===== src/rtl/dma_qcmd_pkg.sv =====
package dma_qcmd_pkg;
  typedef enum logic [1:0] {
    TQ_IDLE  = 2'd0,
    TQ_FETCH = 2'd1,
    TQ_WDESC = 2'd2,
    TQ_SEND  = 2'd3
  } txq_state_e;
endpackage


===== src/rtl/dma_retry_ctr.sv =====
module dma_retry_ctr #(
  parameter int RW = 4
) (
  input  logic          clk,
  input  logic          rst_n,
  input  logic          clr,
  input  logic          fail,
  input  logic [RW-1:0] limit,
  output logic          retry_now,
  output logic          hit_now
);
  localparam logic [RW-1:0] CNT_MAX = {RW{1'b1}};
  logic [RW-1:0] cnt;

  // limit 0 never hits; otherwise the failure after L retries closes
  assign hit_now   = fail && (limit != '0) && (cnt == limit);
  assign retry_now = fail && !hit_now;

  always_ff @(posedge clk or negedge rst_n) begin
    if (!rst_n) begin
      cnt <= '0;
    end else if (clr || hit_now) begin
      cnt <= '0;
    end else if (retry_now && (cnt != CNT_MAX)) begin
      cnt <= cnt + 1'b1;
    end
  end
endmodule


===== src/rtl/dma_txq_fsm.sv =====
module dma_txq_fsm
  import dma_qcmd_pkg::*;
#(
  parameter int AW = 32,
  parameter int RW = 4
) (
  input  logic          clk,
  input  logic          rst_n,
  input  logic          start_go,
  input  logic          stop_pend,
  input  logic          abort_go,
  input  logic [AW-1:0] first_ptr,
  input  logic [RW-1:0] retry_limit,
  input  logic          fetch_ready,
  input  logic          desc_valid,
  input  logic          desc_own,
  input  logic          frame_done,
  input  logic          tx_fail,
  output logic          fetch_valid,
  output logic [AW-1:0] fetch_addr,
  output logic          desc_ready,
  output logic          retry_req,
  output logic          close_rl,
  output logic          tx_end,
  output logic          running
);
  txq_state_e    st;
  logic [AW-1:0] ptr;
  logic          in_send;
  logic          fail_in;
  logic          retry_now;
  logic          hit_now;
  logic          frame_end;
  logic          ctr_clr;

  assign in_send   = (st == TQ_SEND);
  assign fail_in   = in_send && tx_fail && !frame_done;
  assign frame_end = in_send && (frame_done || hit_now);
  assign ctr_clr   = abort_go || frame_end || ((st == TQ_IDLE) && start_go);

  dma_retry_ctr #(.RW(RW)) u_ctr (
    .clk       (clk),
    .rst_n     (rst_n),
    .clr       (ctr_clr),
    .fail      (fail_in),
    .limit     (retry_limit),
    .retry_now (retry_now),
    .hit_now   (hit_now)
  );

  always_ff @(posedge clk or negedge rst_n) begin
    if (!rst_n) begin
      st        <= TQ_IDLE;
      ptr       <= '0;
      tx_end    <= 1'b0;
      retry_req <= 1'b0;
      close_rl  <= 1'b0;
    end else begin
      tx_end    <= 1'b0;
      retry_req <= retry_now && !abort_go;
      close_rl  <= hit_now && !abort_go;
      if (abort_go) begin
        st <= TQ_IDLE;
      end else begin
        case (st)
          TQ_IDLE: begin
            if (start_go) begin
              st  <= TQ_FETCH;
              ptr <= first_ptr;
            end
          end
          TQ_FETCH: begin
            if (fetch_ready) st <= TQ_WDESC;
          end
          TQ_WDESC: begin
            if (stop_pend) begin
              st     <= TQ_IDLE;
              tx_end <= 1'b1;
            end else if (desc_valid) begin
              if (desc_own) begin
                st <= TQ_SEND;
              end else begin
                st     <= TQ_IDLE;
                tx_end <= 1'b1;
              end
            end
          end
          TQ_SEND: begin
            if (frame_end) begin
              if (stop_pend) begin
                st     <= TQ_IDLE;
                tx_end <= 1'b1;
              end else begin
                st <= TQ_WDESC;
              end
            end
          end
          default: st <= TQ_IDLE;
        endcase
      end
    end
  end

  assign fetch_valid = (st == TQ_FETCH);
  assign fetch_addr  = ptr;
  assign desc_ready  = (st == TQ_WDESC) && !stop_pend;
  assign running     = (st != TQ_IDLE);
endmodule


===== src/rtl/dma_cmd_regs.sv =====
module dma_cmd_regs #(
  parameter int NQ = 2
) (
  input  logic          clk,
  input  logic          rst_n,
  input  logic          we,
  input  logic [NQ-1:0] start,
  input  logic [NQ-1:0] stop,
  input  logic          abort_tx,
  input  logic          rx_en_set,
  input  logic          abort_rx,
  input  logic          tx_idle,
  input  logic          rx_idle,
  output logic [NQ-1:0] start_bits,
  output logic [NQ-1:0] stop_bits,
  output logic [NQ-1:0] start_go,
  output logic          abort_go,
  output logic          tx_abort_busy,
  output logic          rx_enable,
  output logic          rx_abort_busy
);
  logic start_ok;

  assign abort_go = we && abort_tx;
  assign start_ok = we && !abort_tx && !tx_abort_busy;

  for (genvar q = 0; q < NQ; q++) begin : g_q
    assign start_go[q] = start_ok && start[q] && !stop[q];

    always_ff @(posedge clk or negedge rst_n) begin
      if (!rst_n) begin
        start_bits[q] <= 1'b0;
        stop_bits[q]  <= 1'b0;
      end else if (abort_go) begin
        start_bits[q] <= 1'b0;
      end else if (we && stop[q]) begin
        stop_bits[q]  <= 1'b1;
        start_bits[q] <= 1'b0;
      end else if (start_go[q]) begin
        start_bits[q] <= 1'b1;
        stop_bits[q]  <= 1'b0;
      end
    end
  end

  always_ff @(posedge clk or negedge rst_n) begin
    if (!rst_n) begin
      tx_abort_busy <= 1'b0;
    end else if (abort_go) begin
      tx_abort_busy <= 1'b1;
    end else if (tx_abort_busy && tx_idle) begin
      tx_abort_busy <= 1'b0;
    end
  end

  always_ff @(posedge clk or negedge rst_n) begin
    if (!rst_n) begin
      rx_abort_busy <= 1'b0;
      rx_enable     <= 1'b0;
    end else if (we && abort_rx) begin
      rx_abort_busy <= 1'b1;
    end else if (rx_abort_busy && rx_idle) begin
      rx_abort_busy <= 1'b0;
      rx_enable     <= 1'b0;
    end else if (we && rx_en_set && !rx_abort_busy) begin
      rx_enable <= 1'b1;
    end
  end
endmodule


===== src/rtl/dma_qcmd_ctrl.sv =====
module dma_qcmd_ctrl #(
  parameter int NQ = 2,
  parameter int AW = 32,
  parameter int RW = 4
) (
  input  logic             clk,
  input  logic             rst_n,
  input  logic             cmd_we,
  input  logic [NQ-1:0]    cmd_start,
  input  logic [NQ-1:0]    cmd_stop,
  input  logic             cmd_abort_tx,
  input  logic             cmd_rx_en,
  input  logic             cmd_abort_rx,
  input  logic [RW-1:0]    retry_limit,
  input  logic [NQ*AW-1:0] first_ptr,
  input  logic             tx_engine_idle,
  input  logic             rx_engine_idle,
  output logic [NQ-1:0]    fetch_valid,
  input  logic [NQ-1:0]    fetch_ready,
  output logic [NQ*AW-1:0] fetch_addr,
  input  logic [NQ-1:0]    desc_valid,
  input  logic [NQ-1:0]    desc_dma_own,
  output logic [NQ-1:0]    desc_ready,
  input  logic [NQ-1:0]    frame_done,
  input  logic [NQ-1:0]    tx_fail,
  output logic [NQ-1:0]    retry_req,
  output logic [NQ-1:0]    close_rl,
  output logic [NQ-1:0]    tx_end,
  output logic [NQ-1:0]    q_running,
  output logic [NQ-1:0]    q_start_bit,
  output logic [NQ-1:0]    q_stop_bit,
  output logic             tx_abort_busy,
  output logic             rx_enable,
  output logic             rx_abort_busy
);
  logic [NQ-1:0] start_go;
  logic          abort_go;

  dma_cmd_regs #(.NQ(NQ)) u_regs (
    .clk           (clk),
    .rst_n         (rst_n),
    .we            (cmd_we),
    .start         (cmd_start),
    .stop          (cmd_stop),
    .abort_tx      (cmd_abort_tx),
    .rx_en_set     (cmd_rx_en),
    .abort_rx      (cmd_abort_rx),
    .tx_idle       (tx_engine_idle),
    .rx_idle       (rx_engine_idle),
    .start_bits    (q_start_bit),
    .stop_bits     (q_stop_bit),
    .start_go      (start_go),
    .abort_go      (abort_go),
    .tx_abort_busy (tx_abort_busy),
    .rx_enable     (rx_enable),
    .rx_abort_busy (rx_abort_busy)
  );

  for (genvar q = 0; q < NQ; q++) begin : g_txq
    dma_txq_fsm #(.AW(AW), .RW(RW)) u_fsm (
      .clk         (clk),
      .rst_n       (rst_n),
      .start_go    (start_go[q]),
      .stop_pend   (q_stop_bit[q]),
      .abort_go    (abort_go),
      .first_ptr   (first_ptr[q*AW +: AW]),
      .retry_limit (retry_limit),
      .fetch_ready (fetch_ready[q]),
      .desc_valid  (desc_valid[q]),
      .desc_own    (desc_dma_own[q]),
      .frame_done  (frame_done[q]),
      .tx_fail     (tx_fail[q]),
      .fetch_valid (fetch_valid[q]),
      .fetch_addr  (fetch_addr[q*AW +: AW]),
      .desc_ready  (desc_ready[q]),
      .retry_req   (retry_req[q]),
      .close_rl    (close_rl[q]),
      .tx_end      (tx_end[q]),
      .running     (q_running[q])
    );
  end
endmodule


===== config.mk =====
export PLATFORM = sky130hd
export DESIGN_NAME = dma_qcmd_ctrl
export DESIGN_NICKNAME = d
export VERILOG_FILES = /design/src/rtl/dma_qcmd_pkg.sv /design/src/rtl/dma_retry_ctr.sv /design/src/rtl/dma_txq_fsm.sv /design/src/rtl/dma_cmd_regs.sv /design/src/rtl/dma_qcmd_ctrl.sv
export SDC_FILE = /design/constraint.sdc
export NUM_CORES = 1
export LEC_CHECK = 0
export ABC_CLOCK_PERIOD_IN_PS = 4800
export BUFFER_PORTS_ARGS = -buffer_cell sky130_fd_sc_hd__buf_4
export CAP_MARGIN = 20
export CORE_ASPECT_RATIO = 0.6
export CORE_UTILIZATION = 51
export CTS_CLUSTER_SIZE = 20
export DETAILED_ROUTE_END_ITERATION = 8
export GPL_ROUTABILITY_DRIVEN = 1
export PLACE_DENSITY = 0.88
export SETUP_SLACK_MARGIN = 0.5
export SYNTH_ARGS = -nofsm -noshare
export SYNTH_HDL_FRONTEND = slang
export SYNTH_SLANG_ARGS = --single-unit

===== constraint.sdc =====
create_clock -name clk -period 4.8 [get_ports clk]
set_input_delay 0.24 -clock clk [delete_from_list [all_inputs] [get_ports clk]]
set_output_delay 0.24 -clock clk [all_outputs]
set_load 0.05 [all_outputs]

# After elaboration in Yosys (flattened, before gate mapping)
# Cells that the tools add are included.
[op_classes] add_sub_neg=2 multipliers=0 div=0 order_cmp=0 eq_ne=18 shifts=0 n_mux=52 n_bitwise=2 n_reduce_logical=77
[ops] operator="1-bit logical AND" n=36
[ops] operator="2-bit two-way mux" n=16
[ops] operator="1-bit two-way mux" n=28
[ops] operator="2-bit nonzero test" n=9
[ops] operator="4-bit two-way mux" n=4
[ops] operator="2-bit one-hot mux with 4 select lines" n=2
[ops] operator="1-bit zero test" n=12
[ops] operator="4-bit != test (second input constant)" n=3
[ops] operator="3-bit by 2-bit != test with 1-bit output (second input constant)" n=3
[ops] operator="4-bit by 1-bit adder with 4-bit output (second input constant)" n=2
[ops] operator="2-bit equality test (second input constant)" n=4
[ops] operator="4-bit equality test" n=2
[ops] operator="1-bit logical OR" n=8
[ops] operator="4-bit AND reduction" n=2
[ops] operator="3-bit != test (second input constant)" n=2
[ops] operator="2-bit AND reduction" n=3
[ops] operator="3-bit AND reduction" n=2
[ops] operator="3-bit nonzero test" n=2
[ops] operator="2-bit by 1-bit equality test with 1-bit output (second input constant)" n=2
[ops] operator="2-bit zero test" n=2
[ops] operator="4-bit by 3-bit != test with 1-bit output (second input constant)" n=1
[ops] operator="1-bit one-hot mux with 2 select lines" n=2
[ops] operator="4-bit nonzero test" n=1
[ops] operator="3-bit by 1-bit != test with 1-bit output (second input constant)" n=1
[ops] operator="1-bit NOT" n=2
[totals] ff_bits=89 latch_bits=0 mem_bits_rw=0 romBits=0 input_bits=90 elab_cells=170 mem_count=0

# Longest topological paths before layout
# Gate-level depths: netlist of run 1.
[depth] word_depth=11 ltp_mapped=7

# Hierarchy
# Synthesis of run 1 repeated with hierarchy kept, for this count alone.
[unflattened] cells_unflattened=290 area_unflattened_um2=4021.4
[by_module_without_submodules] module="dma_txq_fsm" instances=2 cells_each=99 area_per_inst_um2=1530.2
[by_module_without_submodules] module="dma_retry_ctr" instances=2 cells_each=31 area_per_inst_um2=310.3
[by_module_without_submodules] module="dma_cmd_regs" instances=1 cells_each=30 area_per_inst_um2=340.3

# Worst setup path before layout of run 1
# OpenSTA, ideal clock, no wires.
[synth_path] path_kind="register to register" startpoint="reg g_txq[0].u_fsm.st[0]" endpoint="reg g_txq[0].u_fsm.ptr[0]" setup_ns=0.125 t_arrival_ns=1.664 path_slack_ns=3.012 path_stages_with_launch=6 n_path_buf=2 cell_sequence="dfrtp_1 buf_4 or2_4 nor4_4 buf_6 mux2_2"
[synth_via] elab_chain_len=2
[synth_rtl] element="start, declared" line_no="dma_txq_fsm.sv:27" text="txq_state_e st;"
[synth_rtl] element="start signal, assigned" line_no="dma_txq_fsm.sv:53" text="st <= TQ_IDLE;"
[synth_rtl] element="start signal, assigned" line_no="dma_txq_fsm.sv:63" text="st <= TQ_IDLE;"
[synth_rtl] element="start signal, assigned" line_no="dma_txq_fsm.sv:68" text="st <= TQ_FETCH;"
[synth_rtl] element="2-bit zero test" line_no="dma_txq_fsm.sv:65" text="case (st)"
[synth_rtl] element="3-bit AND reduction (no line)"
[synth_rtl] element="end signal, assigned" line_no="dma_txq_fsm.sv:69" text="ptr <= first_ptr;"
[synth_rtl] element="end, declared" line_no="dma_txq_fsm.sv:28" text="logic [AW-1:0] ptr;"
# Every way passes these cells.
# A chain may end at the register's enable or synchronous reset.

# Worst setup path after layout of run 1
[layout_path] startpoint="reg g_txq[0].u_fsm.st[1]" endpoint="reg g_txq[0].u_fsm.ptr[22]"
# The elaborated chain is that of the path after synthesis.

==> results.sh, run 1 <==
export IMPL_place_inst=566
export IMPL_start_kind="flip-flop"
export IMPL_fmaxAchievable_ghz=0.421
export IMPL_cts_sink_count=89
export IMPL_worstMarginPinSlew_ps=730
export IMPL_insertion_delay_ps=330
export IMPL_synth_top_area_share_pct=56.2
export IMPL_synth_mux_area_fraction_pct=18.9
export IMPL_synth_edf_count=0
export IMPL_worstSetupStartpoint="g_txq[0].u_fsm.st[1]$_DFFE_PN0P_"
export IMPL_cp_max_fo=23
export IMPL_numCtsBuffers=9
export IMPL_synth_simple_gate_area_share_pct=9.79
export IMPL_setup_violations=0
export IMPL_via_count=3097
export IMPL_synth_top_cells_by_area="dfrtp_1 (56%), mux2_2 (18%), buf_4 (2.8%)"
export IMPL_first_global_vias=3162
export IMPL_clockBufferDepth=2
export IMPL_antenna_cells=0
export IMPL_post_cts_resized=0
export IMPL_synthXorXnorAreaFrac_pct=2.21
export IMPL_drive_above_1_share_pct=52.7
export IMPL_hold_start="tx_engine_idle"
export IMPL_ant_nets=0
export IMPL_ys_ff_latch=89
export IMPL_drtPass1Iterations=7
export IMPL_cp_slowest_cell="nor4_4"
export IMPL_drc=0
export IMPL_critPathBufInv=1
export IMPL_switching_power_mw=1.14
export IMPL_clkPwrFrac_pct=24.1
export IMPL_final_cells=584
export IMPL_antenna_found_initial=0
export IMPL_start_util_pct=53.6
export IMPL_maxCapViolCount=0
export IMPL_slew_viol_final=0
export IMPL_syn_avg_cell_area_um2=12.6
export IMPL_maxSlewHeadroom_pct=51.0
export IMPL_cts_tree="built"
export IMPL_synthAdderAreaFrac_pct=0.632
export IMPL_core_area_um2=7390
export IMPL_p_leak_nw=2.73
export IMPL_via_per_inst=5.30
export IMPL_area_delta_synth_final_pct=39.8
export IMPL_die_w_um=116
export IMPL_place_gp_congestion=0.907
export IMPL_nNetsFinal=567
export IMPL_dieArea_um2=8140
export IMPL_cts_root_buf="clkbuf_16"
export IMPL_pin_count=173
export IMPL_worstSetupPathType="reg -> reg"
export IMPL_pwr_share_seq_pct=35.4
export IMPL_combPwrFrac_pct=40.5
export IMPL_finalWirelength_um=9740
export IMPL_grt_overflow_total=0
export IMPL_drtIter0Drc=146
export IMPL_rsz0062_at_grt="false"
export IMPL_power_density_nw_per_um2=515
export IMPL_hold_class="in -> reg"
export IMPL_status="finished, final reports clean"
export IMPL_syn_area_um2=3960
export IMPL_arrival_ps=2590
export IMPL_fin_skew_ps=6.81
export IMPL_cp_end_kind="flip-flop"
export IMPL_grt_util_all_layers_pct=24.4
export IMPL_switching_share_pct=39.8
export IMPL_min_period_ps=2380
export IMPL_synth_cell_types=46
export IMPL_die_h_um=70.3
export IMPL_crit_family="simple AND/OR/NAND/NOR gates"
export IMPL_dp_slack_ps=2410
export IMPL_crit_required_ps=5010
export IMPL_wire_per_inst_um=16.7
export IMPL_fin_crit_sh_pct=49.5
export IMPL_ys_warnings_count=0
export IMPL_setup_tns_ps=0
export IMPL_peakVddDrop_v=0.000410
export IMPL_hpwl_um=7100
export IMPL_path_cells="or2_4, nor4_4, buf_4, mux2_2"
export IMPL_synth_top_cell_by_area="dfrtp_1"
export IMPL_critPathMaxStageDelay_ps=670
export IMPL_synth_top_flop_cell="dfrtp_1"
export IMPL_intPower_mw=1.72
export IMPL_synth_yosys_seq_area_share_pct=56.2
export IMPL_finalWorstSetupSlack_ps=2420
export IMPL_ctsHtreeMaxLevel=3
export IMPL_synth_compound_area_share_pct=6.82
export IMPL_synthArstFlopShare_pct=100
export IMPL_grt_pass1_wl_um=15000
export IMPL_synth_top_family_by_area="multiplexers"
export IMPL_rows=24
export IMPL_synthCells=315
export IMPL_r2r_start="g_txq[0].u_fsm.st[1]$_DFFE_PN0P_"
export IMPL_path_clk_slew_ps=60
export IMPL_synth_fp_nets=407
export IMPL_grt_max_degree=90
export IMPL_io_buffer_count=172
export IMPL_fin_util_pct=75.0
export IMPL_hold_violations=0
metal layers:
layer | global-route usage [%] | up-vias | part of all wire [%]
met5 | 0 | - | 0
met2 | 40.2 | 153 | 49
met4 | 6.55 | 0 | 1.1
met1 | 29.2 | 1510 | 40
li1 | - | 1423 | -
met3 | 10.4 | 11 | 10
cell usage after synthesis (4+ instances only):
library cell  number
nand3_1            5
nand2_1           14
and3_1             5
a211oi_1           6
nand2b_1           4
o21ai_0            6
a21oi_1           10
nor2_1            19
buf_4             15
buf_2              5
nor3_1             4
dfrtp_1           89
inv_1              7
a31oi_1            6
nor2b_1            5
xor2_1             8
mux2_2            62
path summary, 6_finish.rpt:
check	to	slack, ps	cells past startpoint
worst max-delay path	g_txq[0].u_fsm.fetch_addr[22]$_DFFE_PN0P_	2420	4
worst min-delay path	u_regs.tx_abort_busy$_DFFE_PN0P_	90	2
worst max register to register	g_txq[0].u_fsm.fetch_addr[22]$_DFFE_PN0P_	2420	4
worst min register to register	g_txq[0].u_fsm.fetch_addr[21]$_DFFE_PN0P_	490	1
max in group asynchronous	g_txq[0].u_fsm.u_ctr.cnt[1]$_DFFE_PN0P_	3850	3
min in group asynchronous	g_txq[1].u_fsm.fetch_addr[21]$_DFFE_PN0P_	320	2
cell usage in the layout (no fill, tap or decap), types with 3 or more instances in the layout:
cell type,n
nor3_1,4
mux2_2,62
clkbuf_16,9
clkbuf_1,3
nand3_1,5
nor2_1,19
buf_4,174
dfrtp_1,89
o21ai_0,6
nand2b_1,4
and3_1,5
nor2b_1,5
nand2_1,14
xor2_1,8
a211oi_1,6
inv_1,7
a31oi_1,6
a21oi_1,10
nor3b_1,3
mux2i_1,3
logic make-up (layout without fill, tap and decap cells):
| family | after synthesis | in the layout |
|---|---|---|
| multiplexers | 67 | 67 |
| XOR/XNOR | 10 | 10 |
| flip-flops | 89 | 89 |
| AO/OA/AOI/OAI | 41 | 41 |
| AND/OR/NAND/NOR | 72 | 72 |
| adder cells (fa/ha/maj) | 2 | 2 |
| buffers and inverters | 34 | 199 |
flip-flops by register name (all words and copies together) (netlist names), 2 cells and up:
signal                  cells
g_txq.u_fsm.st              4
u_regs.start_bits           2
g_txq.u_fsm.close_rl        2
u_regs.stop_bits            2
g_txq.u_fsm.retry_req       2
g_txq.u_fsm.u_ctr.cnt       8
g_txq.u_fsm.tx_end          2
g_txq.u_fsm.fetch_addr     64
layout make-up:
cell class	count	area, um2
clock buffers	13	250
clock inverters	3	40.0
fillers	502	1850
inverters	7	26.3
multi-input cells	192	1520
flip-flops and latches	89	2230
well taps	104	130
repair buffers	176	1340
stage by stage:
| stage | hold slack, ps | area, um2 | power (mW) |
|---|---|---|---|
| 2_1_floorplan | -55.6 | 3960 | 1.77 |
| 4_1_cts | 78.3 | 5500 | 2.86 |
| 3_5_place_dp | 424 | 5210 | 2.17 |
| 5_1_grt | 89.8 | 5540 | 2.96 |
| 6_report | 87.4 | 5540 | 2.85 |
| 3_3_place_gp | 427 | 5210 | 2.14 |
power groups by stage:
stage               logic (mW)  clock network [mW]  registers, mW
floorplan                0.192                   0           1.58
global placement          1.13                   0           1.01
detailed placement        1.15                   0           1.02
CTS                       1.15               0.698           1.01
global route              1.20               0.736           1.03
finish                    1.15               0.686           1.01
timing repair:
action | 4_1_cts | 5_1_grt
hold endpoints to repair | 0 | 18
buffers inserted | 0 | 0
hold buffers | 0 | 1
(Power assumes the default switching activity.)
==> inputs of run 2 (changes only) <==
--- a/config.mk
+++ b/config.mk
@@ -5,15 +5,15 @@
 export SDC_FILE = /design/constraint.sdc
 export NUM_CORES = 1
 export LEC_CHECK = 0
-export ABC_CLOCK_PERIOD_IN_PS = 4800
+export ABC_CLOCK_PERIOD_IN_PS = 2160
 export BUFFER_PORTS_ARGS = -buffer_cell sky130_fd_sc_hd__buf_4
 export CAP_MARGIN = 20
 export CORE_ASPECT_RATIO = 0.6
-export CORE_UTILIZATION = 51
+export CORE_UTILIZATION = 43
 export CTS_CLUSTER_SIZE = 20
 export DETAILED_ROUTE_END_ITERATION = 8
 export GPL_ROUTABILITY_DRIVEN = 1
-export PLACE_DENSITY = 0.88
+export PLACE_DENSITY = 0.79
 export SETUP_SLACK_MARGIN = 0.5
 export SYNTH_ARGS = -nofsm -noshare
 export SYNTH_HDL_FRONTEND = slang
==> constraint.sdc (replaced) <==
create_clock -name clk -period 2.16 [get_ports clk]
set_input_delay 0.108 -clock clk [delete_from_list [all_inputs] [get_ports clk]]
set_output_delay 0.108 -clock clk [all_outputs]
set_load 0.05 [all_outputs]
==> run 2 against run 1 <==
Net effect: flip-flop and latch count unchanged; combinational power increased by 140%; clock power increased by 130%; die area increased by 18%; maximum frequency increased by 38%; core utilization decreased by 0.57 points.
==> results.sh, run 2 (synthesized netlist as in run 1, its figures left out) <==
export IMPL_grt_busiest_layer="met2"
export IMPL_core_area_um2=8720
export IMPL_numCtsBuffers=9
export IMPL_slew_viol_final=0
export IMPL_n_fill_cell=553
export IMPL_grt_util_all_layers_pct=23.5
export IMPL_clockBufferDepth=2
export IMPL_final_common_cell="buf_4"
export IMPL_final_cell_mix="buf_4 (181), dfrtp_1 (84), dlygate4sd3_1 (49)"
export IMPL_clkPwrFrac_pct=24.2
export IMPL_die_w_um=126
export IMPL_finalWirelength_um=12200
export IMPL_antenna_cells=0
export IMPL_start_util_pct=45.5
export IMPL_cp_end_kind="flip-flop"
export IMPL_drc=0
export IMPL_worstSetupPathType="reg -> reg"
export IMPL_insertion_delay_ps=330
export IMPL_fin_util_pct=74.4
export IMPL_grt_pass1_wl_um=17600
export IMPL_intPower_mw=4.01
export IMPL_maxSlewHeadroom_pct=56.1
export IMPL_nNetsFinal=631
export IMPL_p_leak_nw=3.14
export IMPL_rows=26
export IMPL_crit_family="simple AND/OR/NAND/NOR gates"
export IMPL_die_h_um=76.4
export IMPL_hold_class="in -> reg"
export IMPL_ant_nets=0
export IMPL_area_delta_synth_final_pct=63.7
export IMPL_setup_violations=0
export IMPL_met1_usage_pct=27.8
export IMPL_wire_per_inst_um=18.6
export IMPL_cts_tree="built"
export IMPL_maxCapViolCount=0
export IMPL_critPathMaxStageDelay_ps=400
export IMPL_switching_share_pct=40.0
export IMPL_critPathBufInv=2
export IMPL_path_cells="or2_4, nor4_4, buf_4, clkbuf_16, mux2_4"
export IMPL_cts_root_buf="clkbuf_16"
export IMPL_total_power_mw=6.68
export IMPL_fin_skew_ps=6.50
export IMPL_drtIter0Drc=232
export IMPL_regArea_um2=2230
export IMPL_fmaxAchievable_ghz=0.579
export IMPL_first_global_vias=3516
export IMPL_arrival_ps=1940
export IMPL_met3_usage_pct=8.64
export IMPL_use_met2_pct=40.2
export IMPL_io_buffer_count=172
export IMPL_fin_crit_sh_pct=79.9
export IMPL_drive_above_1_share_pct=55.0
export IMPL_power_density_nw_per_um2=1030
export IMPL_combPwrFrac_pct=41.6
export IMPL_grt_max_degree=50
export IMPL_start_kind="flip-flop"
export IMPL_status="finished, final reports clean"
export IMPL_ctsHtreeMaxLevel=3
export IMPL_path_clk_slew_ps=60
export IMPL_pin_count=173
export IMPL_worstMarginPinSlew_ps=659
export IMPL_antenna_found_initial=0
export IMPL_rsz0062_at_grt="true"
export IMPL_switching_power_mw=2.67
export IMPL_largest_register_ff_count=64
export IMPL_grt_overflow_total=0
export IMPL_final_cells=656
export IMPL_hold_violations=0
export IMPL_place_gp_congestion=0.890
export IMPL_crit_required_ps=2380
export IMPL_drtPass1Iterations=4
export IMPL_cp_max_fo=6
export IMPL_via_count=3407
export IMPL_hpwl_um=7370
export IMPL_via_per_inst=5.19
export IMPL_min_period_ps=1730
export IMPL_pwr_share_seq_pct=34.2
export IMPL_dieArea_um2=9620
export IMPL_setup_tns_ps=0
export IMPL_multiInputGateArea_um2=1730
export IMPL_cts_sink_count=89
export IMPL_place_inst=577
export IMPL_peakVddDrop_v=0.000721
export IMPL_cp_slowest_cell="dfrtp_2"
run 2: worst paths after layout:
path,cells after the start,from,slack [ps],to
max,5,g_txq[0].u_fsm.st[0]$_DFFE_PN0P_,430,g_txq[0].u_fsm.fetch_addr[7]$_DFFE_PN0P_
min,2,first_ptr[53],9,g_txq[1].u_fsm.fetch_addr[21]$_DFFE_PN0P_
max reg2reg,5,g_txq[0].u_fsm.st[0]$_DFFE_PN0P_,430,g_txq[0].u_fsm.fetch_addr[7]$_DFFE_PN0P_
min reg2reg,1,u_regs.start_bits[1]$_DFFE_PN0P_,500,u_regs.start_bits[1]$_DFFE_PN0P_
max in group asynchronous,3,rst_n,1150,g_txq[1].u_fsm.st[0]$_DFFE_PN0P_
min in group asynchronous,2,rst_n,340,g_txq[0].u_fsm.fetch_addr[21]$_DFFE_PN0P_
run 2: what timing repair did:
action                                 4_1_cts  5_1_grt
gates cloned                                 1        3
endpoints found under the hold margin       94        1
pin swaps                                    2        8
setup endpoints to repair                   42       48
resized for setup                           10       55
setup buffers                                5        5
hold buffers                                48        1
run 2: power by group through the flow:
stage | clock network (mW) | logic (mW) | registers (mW)
after CTS | 1.66 | 2.65 | 2.25
final | 1.61 | 2.78 | 2.28
after global placement | 0 | 2.53 | 2.26
after floorplan | 0 | 0.427 | 3.50
after global routing | 1.74 | 2.88 | 2.32
after detailed placement | 0 | 2.57 | 2.27
run 2: per-stage QoR:
step                area, um2  hold WS (ps)  setup slack [ps]
floorplan                3970          -188               383
global route             6490       0.00894               397
finish                   6490          8.87               434
global placement         5270           174               336
detailed placement       5270           186               292
CTS                      6140         0.125               436
run 2: layout make-up:
class / instances / area share [%]
Timing Repair Buffer: 240 / 31.5
Sequential cell: 89 / 34.4
Tap cell: 112 / 2.16
Clock inverter: 5 / 0.945
Clock buffer: 11 / 3.90
Inverter: 7 / 0.405
Multi-Input combinational cell: 192 / 26.7
run 2: layer usage:
metal	part of all wire (%)	up-vias
met2	50	167
met1	40	1669
met3	8.8	19
met5	0	-
met4	1.5	0
li1	-	1552
